<file path="src/rtl/ac97_txch_pkg.sv">
package ac97_txch_pkg;

  localparam int SAMP_W = 20;
  localparam int WORD_W = 32;
  localparam int CTRL_W = 17;
  localparam int IRQ_W  = 7;

  // register addresses
  localparam logic [2:0] RA_CTRL  = 3'd0;
  localparam logic [2:0] RA_STAT  = 3'd1;
  localparam logic [2:0] RA_ISTAT = 3'd2;
  localparam logic [2:0] RA_IEN   = 3'd3;
  localparam logic [2:0] RA_CLR   = 3'd4;
  localparam logic [2:0] RA_DATA  = 3'd5;

  // status bit positions
  localparam int SB_EMPTY = 1;
  localparam int SB_HALF  = 3;
  localparam int SB_FULL  = 5;
  localparam int SB_BUSY  = 7;
  localparam int SB_UNDER = 9;

  // interrupt bit positions (status and enable share them)
  localparam int IB_DONE  = 0;
  localparam int IB_LEVEL = 2;
  localparam int IB_UNDER = 5;

  typedef enum logic [1:0] {
    SZ16 = 2'b00,
    SZ18 = 2'b01,
    SZ20 = 2'b10,
    SZ12 = 2'b11
  } samp_size_e;

  // packed so that bit positions match the control register
  typedef struct packed {
    logic        fen;       // 16
    logic        packed2;   // 15
    samp_size_e  size;      // 14:13
    logic [12:1] slot_en;   // 12:1
    logic        tx_en;     // 0
  } ctrl_t;

  // turn a queue word into a 20-bit MSB-justified slot sample
  function automatic logic [SAMP_W-1:0] fmt_word(input logic [WORD_W-1:0] w,
                                                 input samp_size_e sz,
                                                 input logic packed2,
                                                 input logic upper);
    logic [SAMP_W-1:0] r;
    if (packed2) begin
      r = upper ? {w[31:16], 4'h0} : {w[15:0], 4'h0};
    end else begin
      case (sz)
        SZ16:    r = {w[15:0], 4'h0};
        SZ18:    r = {w[17:0], 2'b00};
        SZ20:    r = w[19:0];
        default: r = {w[11:0], 8'h00};
      endcase
    end
    return r;
  endfunction

  // half-empty: occupancy no more than half the capacity
  function automatic logic half_empty(input logic [15:0] cnt, input logic [15:0] lim);
    return ({cnt, 1'b0}) <= {1'b0, lim};
  endfunction

endpackage

</file>
<file path="src/rtl/txch_fifo.sv">
module txch_fifo #(
  parameter int DEPTH = 8,
  parameter int DW    = 32
) (
  input  logic                         clk,
  input  logic                         rst_n,
  input  logic                         flush,
  input  logic                         push,
  input  logic                         pop,
  input  logic [DW-1:0]                wdata,
  input  logic [$clog2(DEPTH+1)-1:0]   lim,
  output logic [DW-1:0]                rdata,
  output logic [$clog2(DEPTH+1)-1:0]   count,
  output logic                         empty,
  output logic                         full,
  output logic                         acc_push,
  output logic                         acc_pop
);
  localparam int AW = (DEPTH > 1) ? $clog2(DEPTH) : 1;
  localparam int CW = $clog2(DEPTH+1);

  logic [DW-1:0] mem [DEPTH];
  logic [AW-1:0] wp, rp;
  logic [CW-1:0] cnt;

  function automatic logic [AW-1:0] nxt(input logic [AW-1:0] p);
    return (p == AW'(DEPTH-1)) ? '0 : p + 1'b1;
  endfunction

  assign empty    = (cnt == '0);
  assign full     = (cnt >= lim);
  assign acc_push = push & ~full & ~flush;
  assign acc_pop  = pop & ~empty & ~flush;
  assign rdata    = mem[rp];
  assign count    = cnt;

  always_ff @(posedge clk or negedge rst_n) begin
    if (!rst_n) begin
      wp  <= '0;
      rp  <= '0;
      cnt <= '0;
    end else if (flush) begin
      wp  <= '0;
      rp  <= '0;
      cnt <= '0;
    end else begin
      if (acc_push) wp <= nxt(wp);
      if (acc_pop)  rp <= nxt(rp);
      cnt <= cnt + CW'(acc_push) - CW'(acc_pop);
    end
  end

  always_ff @(posedge clk) begin
    if (acc_push) mem[wp] <= wdata;
  end

endmodule

</file>
<file path="src/rtl/txch_regs.sv">
module txch_regs
  import ac97_txch_pkg::*;
(
  input  logic              clk,
  input  logic              rst_n,
  input  logic              wr,
  input  logic [2:0]        addr,
  input  logic [CTRL_W-1:0] wdata,
  input  logic              done_set,
  input  logic              under_set,
  output ctrl_t             ctrl,
  output logic [IRQ_W-1:0]  ien,
  output logic              done_flag,
  output logic              under_flag,
  output logic              clr_done,
  output logic              clr_under
);
  assign clr_done  = wr & (addr == RA_CLR) & wdata[IB_DONE];
  assign clr_under = wr & (addr == RA_CLR) & wdata[IB_UNDER];

  always_ff @(posedge clk or negedge rst_n) begin
    if (!rst_n) begin
      ctrl       <= '0;
      ien        <= '0;
      done_flag  <= 1'b0;
      under_flag <= 1'b0;
    end else begin
      if (wr && addr == RA_CTRL) ctrl <= ctrl_t'(wdata);
      if (wr && addr == RA_IEN) begin
        ien           <= '0;
        ien[IB_DONE]  <= wdata[IB_DONE];
        ien[IB_LEVEL] <= wdata[IB_LEVEL];
        ien[IB_UNDER] <= wdata[IB_UNDER];
      end
      done_flag  <= done_set  | (done_flag  & ~clr_done);
      under_flag <= under_set | (under_flag & ~clr_under);
    end
  end

endmodule

</file>
<file path="src/rtl/txch_feed.sv">
module txch_feed
  import ac97_txch_pkg::*;
(
  input  logic               clk,
  input  logic               rst_n,
  input  logic               iface_en,
  input  ctrl_t              ctrl,
  input  logic               slot_req,
  input  logic [3:0]         slot_idx,
  input  logic               q_empty,
  input  logic [WORD_W-1:0]  q_head,
  output logic               pop,
  output logic               under_evt,
  output logic               samp_valid,
  output logic [SAMP_W-1:0]  samp_data
);
  logic slot_on, serve, take, upper;

  always_comb begin
    slot_on = 1'b0;
    for (int i = 1; i <= 12; i++) begin
      if (slot_idx == 4'(i)) slot_on = ctrl.slot_en[i];
    end
  end

  assign serve     = iface_en & slot_req & ctrl.tx_en & slot_on;
  assign under_evt = serve & q_empty;
  assign take      = serve & ~q_empty;
  assign pop       = take & (~ctrl.packed2 | upper);

  always_ff @(posedge clk or negedge rst_n) begin
    if (!rst_n) begin
      upper      <= 1'b0;
      samp_valid <= 1'b0;
      samp_data  <= '0;
    end else begin
      if (!iface_en)  upper <= 1'b0;
      else if (take)  upper <= ctrl.packed2 & ~upper;
      samp_valid <= serve;
      samp_data  <= take ? fmt_word(q_head, ctrl.size, ctrl.packed2, upper) : '0;
    end
  end

endmodule

</file>
<file path="src/rtl/ac97_tx_channel.sv">
module ac97_tx_channel
  import ac97_txch_pkg::*;
#(
  parameter int DEPTH = 8
) (
  input  logic               clk,
  input  logic               rst_n,
  input  logic               iface_en,
  input  logic               reg_wr,
  input  logic [2:0]         reg_addr,
  input  logic [31:0]        reg_wdata,
  input  logic [2:0]         rd_addr,
  output logic [31:0]        rd_data,
  input  logic               slot_req,
  input  logic [3:0]         slot_idx,
  output logic               samp_valid,
  output logic [SAMP_W-1:0]  samp_data,
  output logic               irq
);
  localparam int CW = $clog2(DEPTH+1);

  ctrl_t              ctrl;
  logic [IRQ_W-1:0]   ien, istat;
  logic               done_flag, under_flag, clr_done, clr_under;
  logic               push, pop, under_evt, flush;
  logic               q_empty, q_full, acc_push, acc_pop;
  logic [CW-1:0]      q_count, lim;
  logic [WORD_W-1:0]  q_head;
  logic               busy, busy_q, busy_fell, done_set, lvl_half;
  logic [31:0]        stat;

  assign flush = ~iface_en;
  assign push  = reg_wr & (reg_addr == RA_DATA) & iface_en;
  assign lim   = ctrl.fen ? CW'(DEPTH) : CW'(1);

  txch_regs u_regs (
    .clk(clk), .rst_n(rst_n), .wr(reg_wr), .addr(reg_addr),
    .wdata(reg_wdata[CTRL_W-1:0]), .done_set(done_set), .under_set(under_evt),
    .ctrl(ctrl), .ien(ien), .done_flag(done_flag), .under_flag(under_flag),
    .clr_done(clr_done), .clr_under(clr_under)
  );

  txch_fifo #(.DEPTH(DEPTH), .DW(WORD_W)) u_fifo (
    .clk(clk), .rst_n(rst_n), .flush(flush), .push(push), .pop(pop),
    .wdata(reg_wdata), .lim(lim), .rdata(q_head), .count(q_count),
    .empty(q_empty), .full(q_full), .acc_push(acc_push), .acc_pop(acc_pop)
  );

  txch_feed u_feed (
    .clk(clk), .rst_n(rst_n), .iface_en(iface_en), .ctrl(ctrl),
    .slot_req(slot_req), .slot_idx(slot_idx), .q_empty(q_empty),
    .q_head(q_head), .pop(pop), .under_evt(under_evt),
    .samp_valid(samp_valid), .samp_data(samp_data)
  );

  // busy tracking and transmit-complete detection
  assign busy      = ~q_empty | samp_valid;
  assign busy_fell = busy_q & ~busy;
  assign done_set  = busy_fell & iface_en;

  always_ff @(posedge clk or negedge rst_n) begin
    if (!rst_n) busy_q <= 1'b0;
    else        busy_q <= busy;
  end

  assign lvl_half = half_empty(16'(q_count), 16'(lim));

  always_comb begin
    stat           = '0;
    stat[SB_EMPTY] = q_empty;
    stat[SB_HALF]  = lvl_half;
    stat[SB_FULL]  = q_full;
    stat[SB_BUSY]  = busy;
    stat[SB_UNDER] = under_flag;
    istat           = '0;
    istat[IB_DONE]  = done_flag;
    istat[IB_LEVEL] = lvl_half;
    istat[IB_UNDER] = under_flag;
  end

  always_comb begin
    case (rd_addr)
      RA_CTRL:  rd_data = {{(32-CTRL_W){1'b0}}, ctrl};
      RA_STAT:  rd_data = stat;
      RA_ISTAT: rd_data = {{(32-IRQ_W){1'b0}}, istat};
      RA_IEN:   rd_data = {{(32-IRQ_W){1'b0}}, ien};
      default:  rd_data = '0;
    endcase
  end

  assign irq = |(istat & ien);

endmodule

</file>
<file path="config.mk">
export PLATFORM = sky130hd
export DESIGN_NAME = ac97_tx_channel
export DESIGN_NICKNAME = d
export VERILOG_FILES = /design/src/rtl/ac97_txch_pkg.sv /design/src/rtl/txch_fifo.sv /design/src/rtl/txch_regs.sv /design/src/rtl/txch_feed.sv /design/src/rtl/ac97_tx_channel.sv
export SDC_FILE = /design/constraint.sdc
export NUM_CORES = 1
export LEC_CHECK = 0
export ABC_AREA = 1
export CORE_MARGIN = 2
export CORE_UTILIZATION = 50
export CTS_CLUSTER_DIAMETER = 30
export DETAILED_ROUTE_END_ITERATION = 7
export PLACE_DENSITY = 0.77
export SKIP_CTS_REPAIR_TIMING = 1
export SKIP_LAST_GASP = 1
export SLEW_MARGIN = 15
export SYNTH_ARGS = -nofsm -noshare
export SYNTH_HDL_FRONTEND = slang
export SYNTH_SLANG_ARGS = --single-unit
export TNS_END_PERCENT = 10
</file>
<file path="constraint.sdc">
create_clock -name clk -period 5.32 [get_ports clk]
set_input_delay 1.064 -clock clk [delete_from_list [all_inputs] [get_ports clk]]
set_output_delay 1.064 -clock clk [all_outputs]
set_load 0.05 [all_outputs]
</file>
Word level (Yosys, flattened, before mapping)
Memories as Yosys holds them, arrays and structs flattened.
Cells that the tools add are included.
{"block": "totals", "regBits": 55, "ramBits": 256, "input_bits": 47, "out_inout_bits": 54, "wordCells": 115, "n_memories": 1}
{"name": "u_fifo.mem", "depth": 8, "word_bits": 32, "read_ports": 1, "rd_ports_with_merged_regs": 0, "write_ports": 1, "line": "txch_fifo.sv:22", "rtl": "logic [DW-1:0] mem [DEPTH];"}
{"block": "op_classes", "addsub": 4, "n_lt_le_gt_ge": 2, "eq_ne": 25, "muxes": 29, "n_bitwise": 32, "n_reduce_logical": 7}
{"op": "case mux 17 bit (4 select lines)", "n": 1}
{"op": "2-to-1 mux 20 bit", "n": 3}
{"op": "case mux 20 bit (3 select lines)", "n": 1}
{"op": "bitwise AND 1 bit", "n": 20}
{"op": "equality test 4 bit (second input constant)", "n": 5}
{"op": "2-to-1 mux 3 bit", "n": 6}
{"op": "equality test 4 x 3 -> 1 bit (second input constant)", "n": 4}
{"op": "2-to-1 mux 1 bit", "n": 16}
{"op": "equality test 3 bit (second input constant)", "n": 4}
{"op": "equality test 3 x 2 -> 1 bit (second input constant)", "n": 3}
{"op": "equality test 4 x 2 -> 1 bit (second input constant)", "n": 2}
{"op": "2-to-1 mux 4 bit", "n": 2}
{"op": "inverter 1 bit", "n": 7}
{"op": "OR reduction 7 bit", "n": 1}
{"op": "adder 3 x 1 -> 3 bit (second input constant)", "n": 2}
{"op": "bitwise AND 6 bit", "n": 1}
{"op": "logical NOT 3 bit", "n": 2}
{"op": "!= test 2 x 1 -> 1 bit (second input constant)", "n": 3}
{"op": "less-or-equal comparator 5 x 4 -> 1 bit", "n": 1}
{"op": "adder 4 x 1 -> 4 bit", "n": 1}
{"op": "equality test 4 x 1 -> 1 bit (second input constant)", "n": 1}
{"op": ">= comparator 4 bit", "n": 1}
{"op": "logical NOT 4 bit", "n": 1}
{"op": "bitwise OR 1 bit", "n": 4}
{"op": "other kinds (6)", "n": 7}

Longest topological paths before layout
Gate-level depths: netlist (run 1).
{"block": "logic_depth", "word_depth": 20, "mapped_depth": 17, "mapped_depth_nobuf": 16}

Cells and area by module
From an unflattened synthesis (run 1), not the netlist that was laid out.
{"block": "unflattened", "hier_cells": 1336, "hier_area_um2": 13919.6}
{"mod": "txch_fifo", "n_inst": 1, "cells_each": 899, "area_each_um2": 10819.1, "seq_area_each_um2": 7937.6}
{"mod": "txch_feed", "n_inst": 1, "cells_each": 224, "area_each_um2": 1619.1, "seq_area_each_um2": 550.5}
{"mod": "txch_regs", "n_inst": 1, "cells_each": 111, "area_each_um2": 963.4, "seq_area_each_um2": 550.5}
{"mod": "ac97_tx_channel", "n_inst": 1, "cells_each": 102, "area_each_um2": 518.0, "seq_area_each_um2": 25.0}

Least setup slack after synthesis (run 1)
OpenSTA, ideal clock, no wires.
{"block": "synth_path", "path_kind": "input port to flip-flop", "startpoint": "input reg_addr[0]", "endpoint": "memory u_fifo.mem[0][0], enable pin", "setup_ns": 0.421, "arrival_time_ns": 3.188, "t_required_ns": 4.899, "path_slack_ns": 1.711, "stages": 7, "path_buffers": 0, "cell_sequence": "nand2_1 -> nor2_1 -> nand3_1 -> nor2_4 -> inv_1 -> or2_2 -> nor2_1"}
{"block": "synth_via", "elab_chain_cells": 7}
{"element": "from (decl)", "line": "ac97_tx_channel.sv:10", "rtl": "input logic [2:0] reg_addr,"}
{"element": "equality test 3 bit", "line": "ac97_tx_channel.sv:33", "rtl": "assign push = reg_wr & (reg_addr == RA_DATA) & iface_en;"}
{"element": "bitwise AND 1 bit (2 in a row)", "line": "ac97_tx_channel.sv:33"}
{"element": "bitwise AND 1 bit (2 in a row)", "line": "txch_fifo.sv:32", "rtl": "assign acc_push = push & ~full & ~flush;"}
{"element": "2-to-1 mux 1 bit", "line": "txch_fifo.sv:54", "rtl": "if (acc_push) mem[wp] <= wdata;"}
{"element": "2-to-1 mux 1 bit (not written as such)", "line": "txch_fifo.sv:54"}
{"element": "to (decl)", "line": "txch_fifo.sv:22"}
Every way passes these cells.

Worst setup path after layout (run 1)
{"block": "layout_path", "startpoint": "input rd_addr[2]", "endpoint": "output rd_data[1]"}
{"block": "layout_via", "elab_chain_cells": 2, "elab_cells_between_ends": 5, "cone_classes": "eq/ne: 3; mux: 1; reduce/logical: 1"}
{"element": "from (decl)", "line": "ac97_tx_channel.sv:12", "rtl": "input logic [2:0] rd_addr,"}
{"element": "equality test 3 x 2 -> 1 bit (tied with other cells)", "line": "ac97_tx_channel.sv:82", "rtl": "case (rd_addr)"}
{"element": "case mux 17 bit (4 select lines) *", "line": "ac97_tx_channel.sv:82"}
{"element": "to (decl)", "line": "ac97_tx_channel.sv:13", "rtl": "output logic [31:0] rd_data,"}
Mark *: on every way between the ends. The rest lies on a longest branch, timed or not.

==> impl_metrics.json, run 1 <==
{
  "core_um2": 27000,
  "cellPowerDensity_nw_per_um2": 394,
  "rsz0062_at_grt": "no",
  "worst_setup_path_start_kind": "input pin",
  "final_hold_viol_count": 0,
  "holdWs_ps": 478,
  "initial_core_util_pct": 50.9,
  "vias": 10100,
  "path_class": "in2out",
  "yosysTopAreaCell": "edfxtp_1",
  "syn_area_per_cell_um2": 10.6,
  "n_antenna_cell": 0,
  "setup_viol": 0,
  "ys_top_cells_by_area": "edfxtp_1, dfrtp_1, nand2_1",
  "fin_crit_sh_pct": 84.0,
  "fin_worst_skew_ps": 14.1,
  "status": "finished clean",
  "synth_edf_count": 256,
  "drv_cap": 0,
  "crit_fanout": 13,
  "worst_path_max_delay_cell": "clkdlybuf4s50_1",
  "clkLatencyLatePin_ps": 560,
  "grt_pass1_vias": 9890,
  "dieArea_um2": 28900,
  "chipWidth_um": 170,
  "fin_nets": 1451,
  "critPathMaxStageDelay_ps": 830,
  "p_leak_nw": 6.50,
  "clock-sinks": 311,
  "relSlewSlack_pct": 34.9,
  "postSynthRegisterBits": 311,
  "hold_path.startpoint": "busy_q",
  "dpl.hpwl_mm": 20.5,
  "htree_levels": 2,
  "synthFlopType": "edfxtp_1",
  "cp_cell_sequence": "clkdlybuf4s50_1, nor2_1, nand2_1, inv_1, nand2_1, o21ai_0, clkdlybuf4s50_1",
  "port_buffers": 85,
  "grt_overflow": 0,
  "clk_pin_slew_worst_paths_ps": 50,
  "antenna_found_initial": 1,
  "grt_usage_pct": 24.3,
  "grt_max_degree": 88,
  "wire_per_inst_um": 19.7,
  "crit_arrival_ps": 3410,
  "r2r-start": "u_fifo.rp[0]",
  "drt_iter0_drc": 1319,
  "ant_nets": 0,
  "critPathLaunch": "rd_addr[2]",
  "cts-root-buf": "clkbuf_16",
  "tightestPinTransition_ps": 973,
  "min_path_type": "reg2reg",
  "cp.required_ps": 4260,
  "netlist.area_leader.share_pct": 55.9,
  "cts_tree": "built",
  "syn_inst": 1296,
  "power.total_mw": 6.51,
  "post-route-min-period_ps": 4470,
  "gp_congestion": 0.951,
  "end_kind": "output pin",
  "viasPerCell": 5.67,
  "ios": 101,
  "cts_inserted_buffers": 51,
  "clock.fmax_ghz": 0.224,
  "num_rows": 60,
  "drive_above_1_share_pct": 10.5,
  "drc": 0,
  "clk_path_buf_depth": 3,
  "grt_pass1_wl_mm": 53.6,
  "synth_async_sr_flop_share_pct": 17.7,
  "dr.pass1.iters": 7,
  "layout-area-overhead-vs-synth_pct": 20.1,
  "die_y_um": 170,
  "yosysSeqAreaShare_pct": 65.9,
  "ir_worst_vdd_mv": 0.269,
  "syn-cell-area_um2": 13800,
  "synthDistinctLibCells": 43,
  "ys_warn_count": 0,
  "fin_tns_setup_ps": 0,
  "routed_wl_mm": 34.9,
  "final_max_slew_viol_count": 0
}
## path summary, 6_finish.rpt
| path | end | slack (ps) | cells past startpoint |
|---|---|---|---|
| setup reg to reg | u_feed.samp_data[16] | 2140 | 10 |
| hold / removal | u_regs.done_flag | 480 | 2 |
| hold reg to reg | u_regs.done_flag | 480 | 2 |
| min in group asynchronous | u_regs.ien[0] | 660 | 2 |
| max in group asynchronous | u_fifo.rp[0] | 4080 | 2 |
| setup / recovery | rd_data[1] | 850 | 7 |
## stage by stage
| step | instance area [µm²] | util [%] | worst slack, ps | std cells |
|---|---|---|---|---|
| finish | 16500 | 61.2 | 849 | 1774 |
| global placement | 14700 | 54.5 | 986 | 1678 |
| global route | 16500 | 61.2 | 719 | 1774 |
| CTS | 16500 | 61.2 | 835 | 1774 |
| detailed placement | 14700 | 54.5 | 852 | 1678 |
| floorplan | 13800 | - | 1710 | 1310 |
## flip-flops by register name (all words and copies together) (netlist names)
name,cells
u_fifo.rp,3
u_regs.ctrl,17
u_fifo.wp,3
u_feed.upper,1
u_regs.under_flag,1
busy_q,1
u_feed.samp_data,20
u_feed.samp_valid,1
u_regs.done_flag,1
u_fifo.count,4
u_regs.ien,3
u_fifo.mem,256
## per-layer routing
layer / global-route usage (%) / vias to the layer above / share of wire (%)
li1: - / 4593 / -
met3: 4.98 / 105 / 8.9
met5: 0 / - / 0.032
met2: 38.9 / 529 / 48
met1: 32.2 / 4825 / 40
met4: 11.4 / 2 / 3.6
## cells by family after synthesis
| group | Yosys count | synth area share, % |
|---|---|---|
| and+or+nand+nor | 655 | 20.2 |
| DFF | 311 | 65.9 |
| AOI/OAI and AO/OA | 158 | 6.15 |
| buffers and inverters | 155 | 6.30 |
| adders and majority gates | 14 | 1.33 |
| muxes | 2 | 0.164 |
| other | 1 | 0.0272 |
## layout by cell type (no fill, tap or decap), drive strengths merged, types with 4 or more instances in the layout
master / synthesis / routed
clkdlybuf4s50: 0 / 84
ha: 13 / 13
nand2: 268 / 268
clkbuf: 9 / 63
bufinv: 0 / 7
nand3: 161 / 161
o211ai: 6 / 6
o21ai: 111 / 111
nor2: 213 / 213
edfxtp: 256 / 256
nor3: 4 / 4
conb: 1 / 15
o22ai: 4 / 4
buf: 67 / 19
a21oi: 32 / 32
clkinv: 1 / 15
inv: 78 / 87
dfrtp: 55 / 55
## Yosys cell counts, types with 2 or more instances
master    count
nand2_1     263
edfxtp_1    256
nor2_1      206
nand3_1     153
inv_1        74
o21ai_0      72
dfrtp_1      55
o21ai_1      38
a21oi_1      31
buf_4        24
buf_2        20
buf_6        15
ha_1         13
clkbuf_1      9
nand3_2       7
nor2_2        6
nand2_2       5
buf_1         4
o22ai_1       4
a21o_1        3
buf_8         3
inv_2         3
nand4_1       3
nor3_1        3
o211ai_1      3
o211ai_2      3
and2_1        2
mux2_2        2
or2_2         2
## power breakdown
part / internal [mW] / switching [mW]
combinational: 0.121 / 0.277
clock: 2.22 / 1.17
sequential: 2.68 / 0.0380
## layout make-up
type	count	area, µm²
flip-flops and latches	311	9070
repair buffers	103	993
well taps	341	427
clock buffers	63	1390
multi-input cells	844	3940
inverters	79	304
clock inverters	33	400
fillers	2037	10500
## worst max-delay path: cells and delay by family
family | cells | cell delay, ps
buf+inv | 3 | 1520
compound gates | 1 | 90
simple gates | 3 | 730
(Power assumes the default switching activity.)
==> run 2: changes to the inputs <==
==> constraint.sdc (replaced) <==
create_clock -name clk -period 4.53 [get_ports clk]
set_input_delay 0.906 -clock clk [delete_from_list [all_inputs] [get_ports clk]]
set_output_delay 0.906 -clock clk [all_outputs]
set_load 0.05 [all_outputs]
==> impl_metrics.json, run 2 (synthesized netlist as in run 1, its figures left out) <==
{
  "fin_nets": 1458,
  "clock-sinks": 311,
  "largestRegisters": "u_fifo.mem (256), u_feed.samp_data (20), u_regs.ctrl (17)",
  "grt_pass1_wl_mm": 52.7,
  "crit_arrival_ps": 3240,
  "fin_crit_sh_pct": 91.5,
  "cp.required_ps": 3620,
  "worst_setup_path_start_kind": "input pin",
  "p_leak_nw": 6.54,
  "clk_path_buf_depth": 3,
  "post-route-min-period_ps": 4140,
  "power.total_mw": 7.64,
  "drive_above_1_share_pct": 11.0,
  "grt_overflow": 0,
  "status": "finished clean",
  "ir_worst_vdd_mv": 0.267,
  "regMostFlops": "u_fifo.mem",
  "end_kind": "output pin",
  "crit_fanout": 13,
  "largest_reg_flops": 256,
  "drt_iter0_drc": 1073,
  "cts_tree": "built",
  "most-common-layout-cells": "nand2_1, edfxtp_1, nor2_1",
  "routed_wl_mm": 33.8,
  "cellPowerDensity_nw_per_um2": 460,
  "tightestPinTransition_ps": 1000,
  "vias": 9922,
  "clkLatencyLatePin_ps": 550,
  "die_y_um": 170,
  "grt_usage_pct": 23.8,
  "nFillCells": 2036,
  "clk_pin_slew_worst_paths_ps": 50,
  "cp_cell_sequence": "clkdlybuf4s50_1, nor2_1, nand2_1, inv_1, nand2_1, o21ai_0, clkdlybuf4s50_1",
  "fin_tns_setup_ps": 0,
  "grt_pass1_vias": 9550,
  "final_hold_viol_count": 0,
  "final_common_cell": "nand2_1",
  "port_buffers": 85,
  "final_core_util_pct": 61.5,
  "core_um2": 27000,
  "setup_viol": 0,
  "layout-area-overhead-vs-synth_pct": 20.8,
  "crit_buf_inv": 3,
  "crit_family": "buffers and inverters",
  "initial_core_util_pct": 50.9,
  "final_max_slew_viol_count": 0,
  "min_path_type": "reg2reg",
  "num_rows": 60,
  "rsz0062_at_grt": "no",
  "antenna_found_initial": 0,
  "dieArea_um2": 28900,
  "clock.fmax_ghz": 0.241,
  "chipWidth_um": 170,
  "critPathMaxStageDelay_ps": 830,
  "drc": 0,
  "htree_levels": 2,
  "viasPerCell": 5.56,
  "rrSetupSlack_ps": 1500,
  "ant_nets": 0,
  "cts-root-buf": "clkbuf_16",
  "relSlewSlack_pct": 33.1,
  "drv_cap": 0,
  "wire_per_inst_um": 18.9,
  "grt_max_degree": 94,
  "cts_inserted_buffers": 54,
  "gp_congestion": 0.948,
  "fin_worst_skew_ps": 28.1,
  "path_class": "in2out",
  "ios": 101,
  "dpl.hpwl_mm": 20.8,
  "worst_path_max_delay_cell": "clkdlybuf4s50_1",
  "dr.pass1.iters": 6
}
run 2: cell count changes in the layout (fill, tap and decap cells not counted):
cell,delta
clkbuf_8,-3
bufinv_16,-1
diode_2,+1
buf_12,+4
clkinv_4,-2
clkinvlp_4,+3
inv_8,-2
clkinv_1,-1
clkinv_2,+7
clkbuf_16,+3
run 2: metal layers:
metal | routed length [µm] | part of all wire [%] | GRT usage (%) | vias up
li1 | - | - | - | 4610
met1 | 13900 | 41 | 31.5 | 4783
met2 | 16400 | 49 | 39.5 | 473
met3 | 2780 | 8.2 | 5.05 | 56
met4 | 683 | 2.0 | 7.62 | 0
met5 | 0 | 0 | 0 | -
run 2: layout make-up:
| type | count | area (µm²) | area share, % |
|---|---|---|---|
| Antenna cell | 1 | 2.50 | 0.0150 |
| Clock buffer | 63 | 1430 | 8.58 |
| Clock inverter | 37 | 384 | 2.31 |
| Inverter | 79 | 304 | 1.83 |
| Multi-Input combinational cell | 844 | 3940 | 23.7 |
| Sequential cell | 311 | 9070 | 54.5 |
| Tap cell | 341 | 427 | 2.57 |
| Timing Repair Buffer | 107 | 1070 | 6.46 |
run 2: worst paths after layout:
check,start,end,cells past startpoint
worst max-delay path,rd_addr[2],rd_data[1],7
worst min-delay path,busy_q,u_regs.done_flag,2
worst max register to register,u_fifo.rp[0],u_feed.samp_data[12],10
worst min register to register,busy_q,u_regs.done_flag,2
max in group asynchronous,rst_n,u_fifo.rp[0],2
min in group asynchronous,rst_n,u_regs.ien[5],2
run 2: worst register-to-register path, stage by stage, from the launching register on:
cell and delay (ps):
dfrtp_4 700, inv_4 770, buf_4 520, nand2_1 130, nand3_1 110, nand3_1 120, nand3_1 130, nand2_1 70
inv_1 70, nand3_2 70, nor2_1 220
run 2: report_power, final:
group | switching (mW) | internal [mW]
combinational | 0.324 | 0.146
sequential | 0.0458 | 3.15
clock | 1.37 | 2.60
total | 1.75 | 5.90
run 2: metrics by stage:
step | cell area (µm²) | worst slack, ps | hold slack (ps) | instances
6_report | 16600 | 387 | 482 | 1783
2_1_floorplan | 13800 | 1080 | 456 | 1310
3_3_place_gp | 14800 | 494 | 470 | 1682
5_1_grt | 16600 | 188 | 506 | 1782
3_5_place_dp | 14800 | 413 | 473 | 1682
4_1_cts | 16600 | 405 | 485 | 1782
==> run 3: changes to the inputs <==
--- a/config.mk
+++ b/config.mk
@@ -8,8 +8,10 @@
 export ABC_AREA = 1
 export CORE_MARGIN = 2
 export CORE_UTILIZATION = 50
+export CTS_BUF_LIST = sky130_fd_sc_hd__clkbuf_4
 export CTS_CLUSTER_DIAMETER = 30
 export DETAILED_ROUTE_END_ITERATION = 7
+export GPL_TIMING_DRIVEN = 0
 export PLACE_DENSITY = 0.77
 export SKIP_CTS_REPAIR_TIMING = 1
 export SKIP_LAST_GASP = 1
==> impl_metrics.json, run 3 (synthesized netlist as in run 1, its figures left out) <==
{
  "power.total_mw": 6.26,
  "grt_pass1_wl_mm": 58.7,
  "r2r-end": "u_fifo.mem[6][17]",
  "p_int_mw": 4.71,
  "endpoint": "rd_data[10]",
  "port_buffers": 84,
  "final_max_slew_viol_count": 0,
  "wl_met1_mm": 15.1,
  "combPwrFrac_pct": 7.9,
  "drt_iter0_drc": 1419,
  "dpl.hpwl_mm": 26.2,
  "grt_pass1_vias": 10600,
  "largestRegisters": "u_fifo.mem (256), u_feed.samp_data (20), u_regs.ctrl (17)",
  "crit_family": "buffers and inverters",
  "multiInputGateArea_um2": 3940,
  "wire_per_inst_um": 20.5,
  "clk_pin_slew_worst_paths_ps": 60,
  "crit_fanout": 10,
  "regMostFlops": "u_fifo.mem",
  "worst_setup_path_start_kind": "input pin",
  "crit_arrival_ps": 3130,
  "fin_worst_skew_ps": 72.1,
  "ant_nets": 0,
  "status": "finished clean",
  "end_kind": "output pin",
  "grt_usage_pct": 27.5,
  "antenna_found_initial": 2,
  "htree_levels": 3,
  "cp_cell_sequence": "clkdlybuf4s50_1, nor2_1, nand2_1, clkbuf_1, nor2_1, clkdlybuf4s50_1",
  "routed_wl_mm": 38.9,
  "r2r_cells": 10,
  "met3_length_mm": 4.16,
  "drive_above_1_share_pct": 16.1,
  "relSlewSlack_pct": 38.3,
  "worst_path_max_delay_cell": "clkdlybuf4s50_1",
  "ir_worst_vdd_mv": 0.197,
  "layout-area-overhead-vs-synth_pct": 19.6,
  "numPlacedInstances": 1743,
  "seq_power_share_pct": 50.9,
  "critPathLaunch": "rd_addr[2]",
  "rsz0062_at_grt": "no",
  "tightestPinTransition_ps": 926,
  "ios": 101,
  "grt_max_degree": 56,
  "dieArea_um2": 28900,
  "nFillCells": 2141,
  "instances_no_fill": 1896,
  "clkLatencyLatePin_ps": 740,
  "die_y_um": 170,
  "min_path_type": "in2async",
  "fin_crit_sh_pct": 89.2,
  "clk_path_buf_depth": 3,
  "vias": 10600,
  "chipWidth_um": 170,
  "routed.top_layer": "met4",
  "setup_viol": 0,
  "met2_length_mm": 18.4,
  "p_leak_nw": 6.61,
  "num_rows": 60,
  "cellPowerDensity_nw_per_um2": 380,
  "most-common-layout-cells": "nand2_1, edfxtp_1, nor2_1",
  "initial_core_util_pct": 50.9,
  "p_clk_share_pct": 41.2,
  "netSwitchingPower_mw": 1.55,
  "fin_nets": 1546,
  "grt_overflow": 0,
  "final_hold_viol_count": 0,
  "switching_share_pct": 24.8,
  "largest_reg_flops": 256,
  "seqCellArea_um2": 9060,
  "cp.required_ps": 3620,
  "final_common_cell": "nand2_1",
  "post-route-min-period_ps": 4040,
  "gp_congestion": 0.978,
  "setup_slack_ps": 491,
  "cts_tree": "built",
  "drv_cap": 0,
  "critPathMaxStageDelay_ps": 830,
  "cts_inserted_buffers": 81,
  "clock.fmax_ghz": 0.248,
  "r2r-start": "u_regs.ctrl[16]",
  "crit_cells": 6,
  "crit_buf_inv": 3,
  "drc": 0,
  "core_um2": 27000,
  "viasPerCell": 5.60,
  "dp_slack_ps": 522,
  "clock-sinks": 311,
  "cts-root-buf": "clkbuf_4",
  "rrSetupSlack_ps": 1490,
  "dr.pass1.iters": 7,
  "path_class": "in2out"
}
==> run 3: cell count changes in the layout (fill, tap and decap cells not counted), sizes merged <==
cell,change
buf,+53
bufinv,-3
clkbuf,+67
clkdlybuf4s50,-1
clkinv,+4
clkinvlp,-3
diode,+1
inv,-5
==> run 3: worst min path at each step <==
stage	startpoint	end	slack [ps]	depth (start not counted)
after global placement	busy_q	u_regs.done_flag	470	2
after CTS	rst_n	u_regs.ctrl[11]	260	1
after detailed placement	busy_q	u_regs.done_flag	480	2
final	rst_n	u_regs.ctrl[0]	250	1
after global routing	rst_n	u_regs.ctrl[0]	290	1
after floorplan	busy_q	u_regs.done_flag	460	2
==> run 3: final cells by class <==
| cell class | instances | share of cell area [%] |
|---|---|---|
| plain buffers | 76 | 3.42 |
| well taps | 341 | 2.59 |
| multi-input cells | 844 | 24.0 |
| clock buffers | 121 | 5.52 |
| inverters | 79 | 1.85 |
| diodes | 2 | 0.0304 |
| clock inverters | 30 | 1.30 |
| flip-flops and latches | 311 | 55.1 |
| repair buffers | 92 | 6.25 |
==> run 3: worst register-to-register path, delay by kind of cell, from the launching register on <==
family	cells	cell delay [ps]
adder cells (fa/ha/maj)	1	270
buffers and inverters	3	590
flip-flops	1	390
AND/OR/NAND/NOR	5	1260
AO/OA/AOI/OAI	1	210
==> run 3: per-layer routing <==
layer / up-vias / GRT usage (%)
met5: - / 0
met1: 4998 / 36.1
met2: 675 / 44.1
met4: 0 / 11.8
met3: 115 / 6.40
li1: 4821 / -
==> run 3: stage by stage <==
stage	area [µm²]	util, %	hold WS (ps)	TNS (ps)
2_1_floorplan	13800	-	456	0
3_3_place_gp	15100	55.8	466	-197320
3_5_place_dp	15300	56.7	477	0
4_1_cts	16500	60.9	263	0
5_1_grt	16500	60.9	292	0
6_report	16500	60.9	252	0
==> run 3: power by group through the flow <==
stage               registers [mW]  logic [mW]  clock network [mW]
floorplan                     3.23       0.297                   0
global placement              3.24       0.474                   0
detailed placement            3.24       0.486                   0
CTS                           3.18       0.488                2.59
global route                  3.19       0.537                2.75
finish                        3.18       0.495                2.58
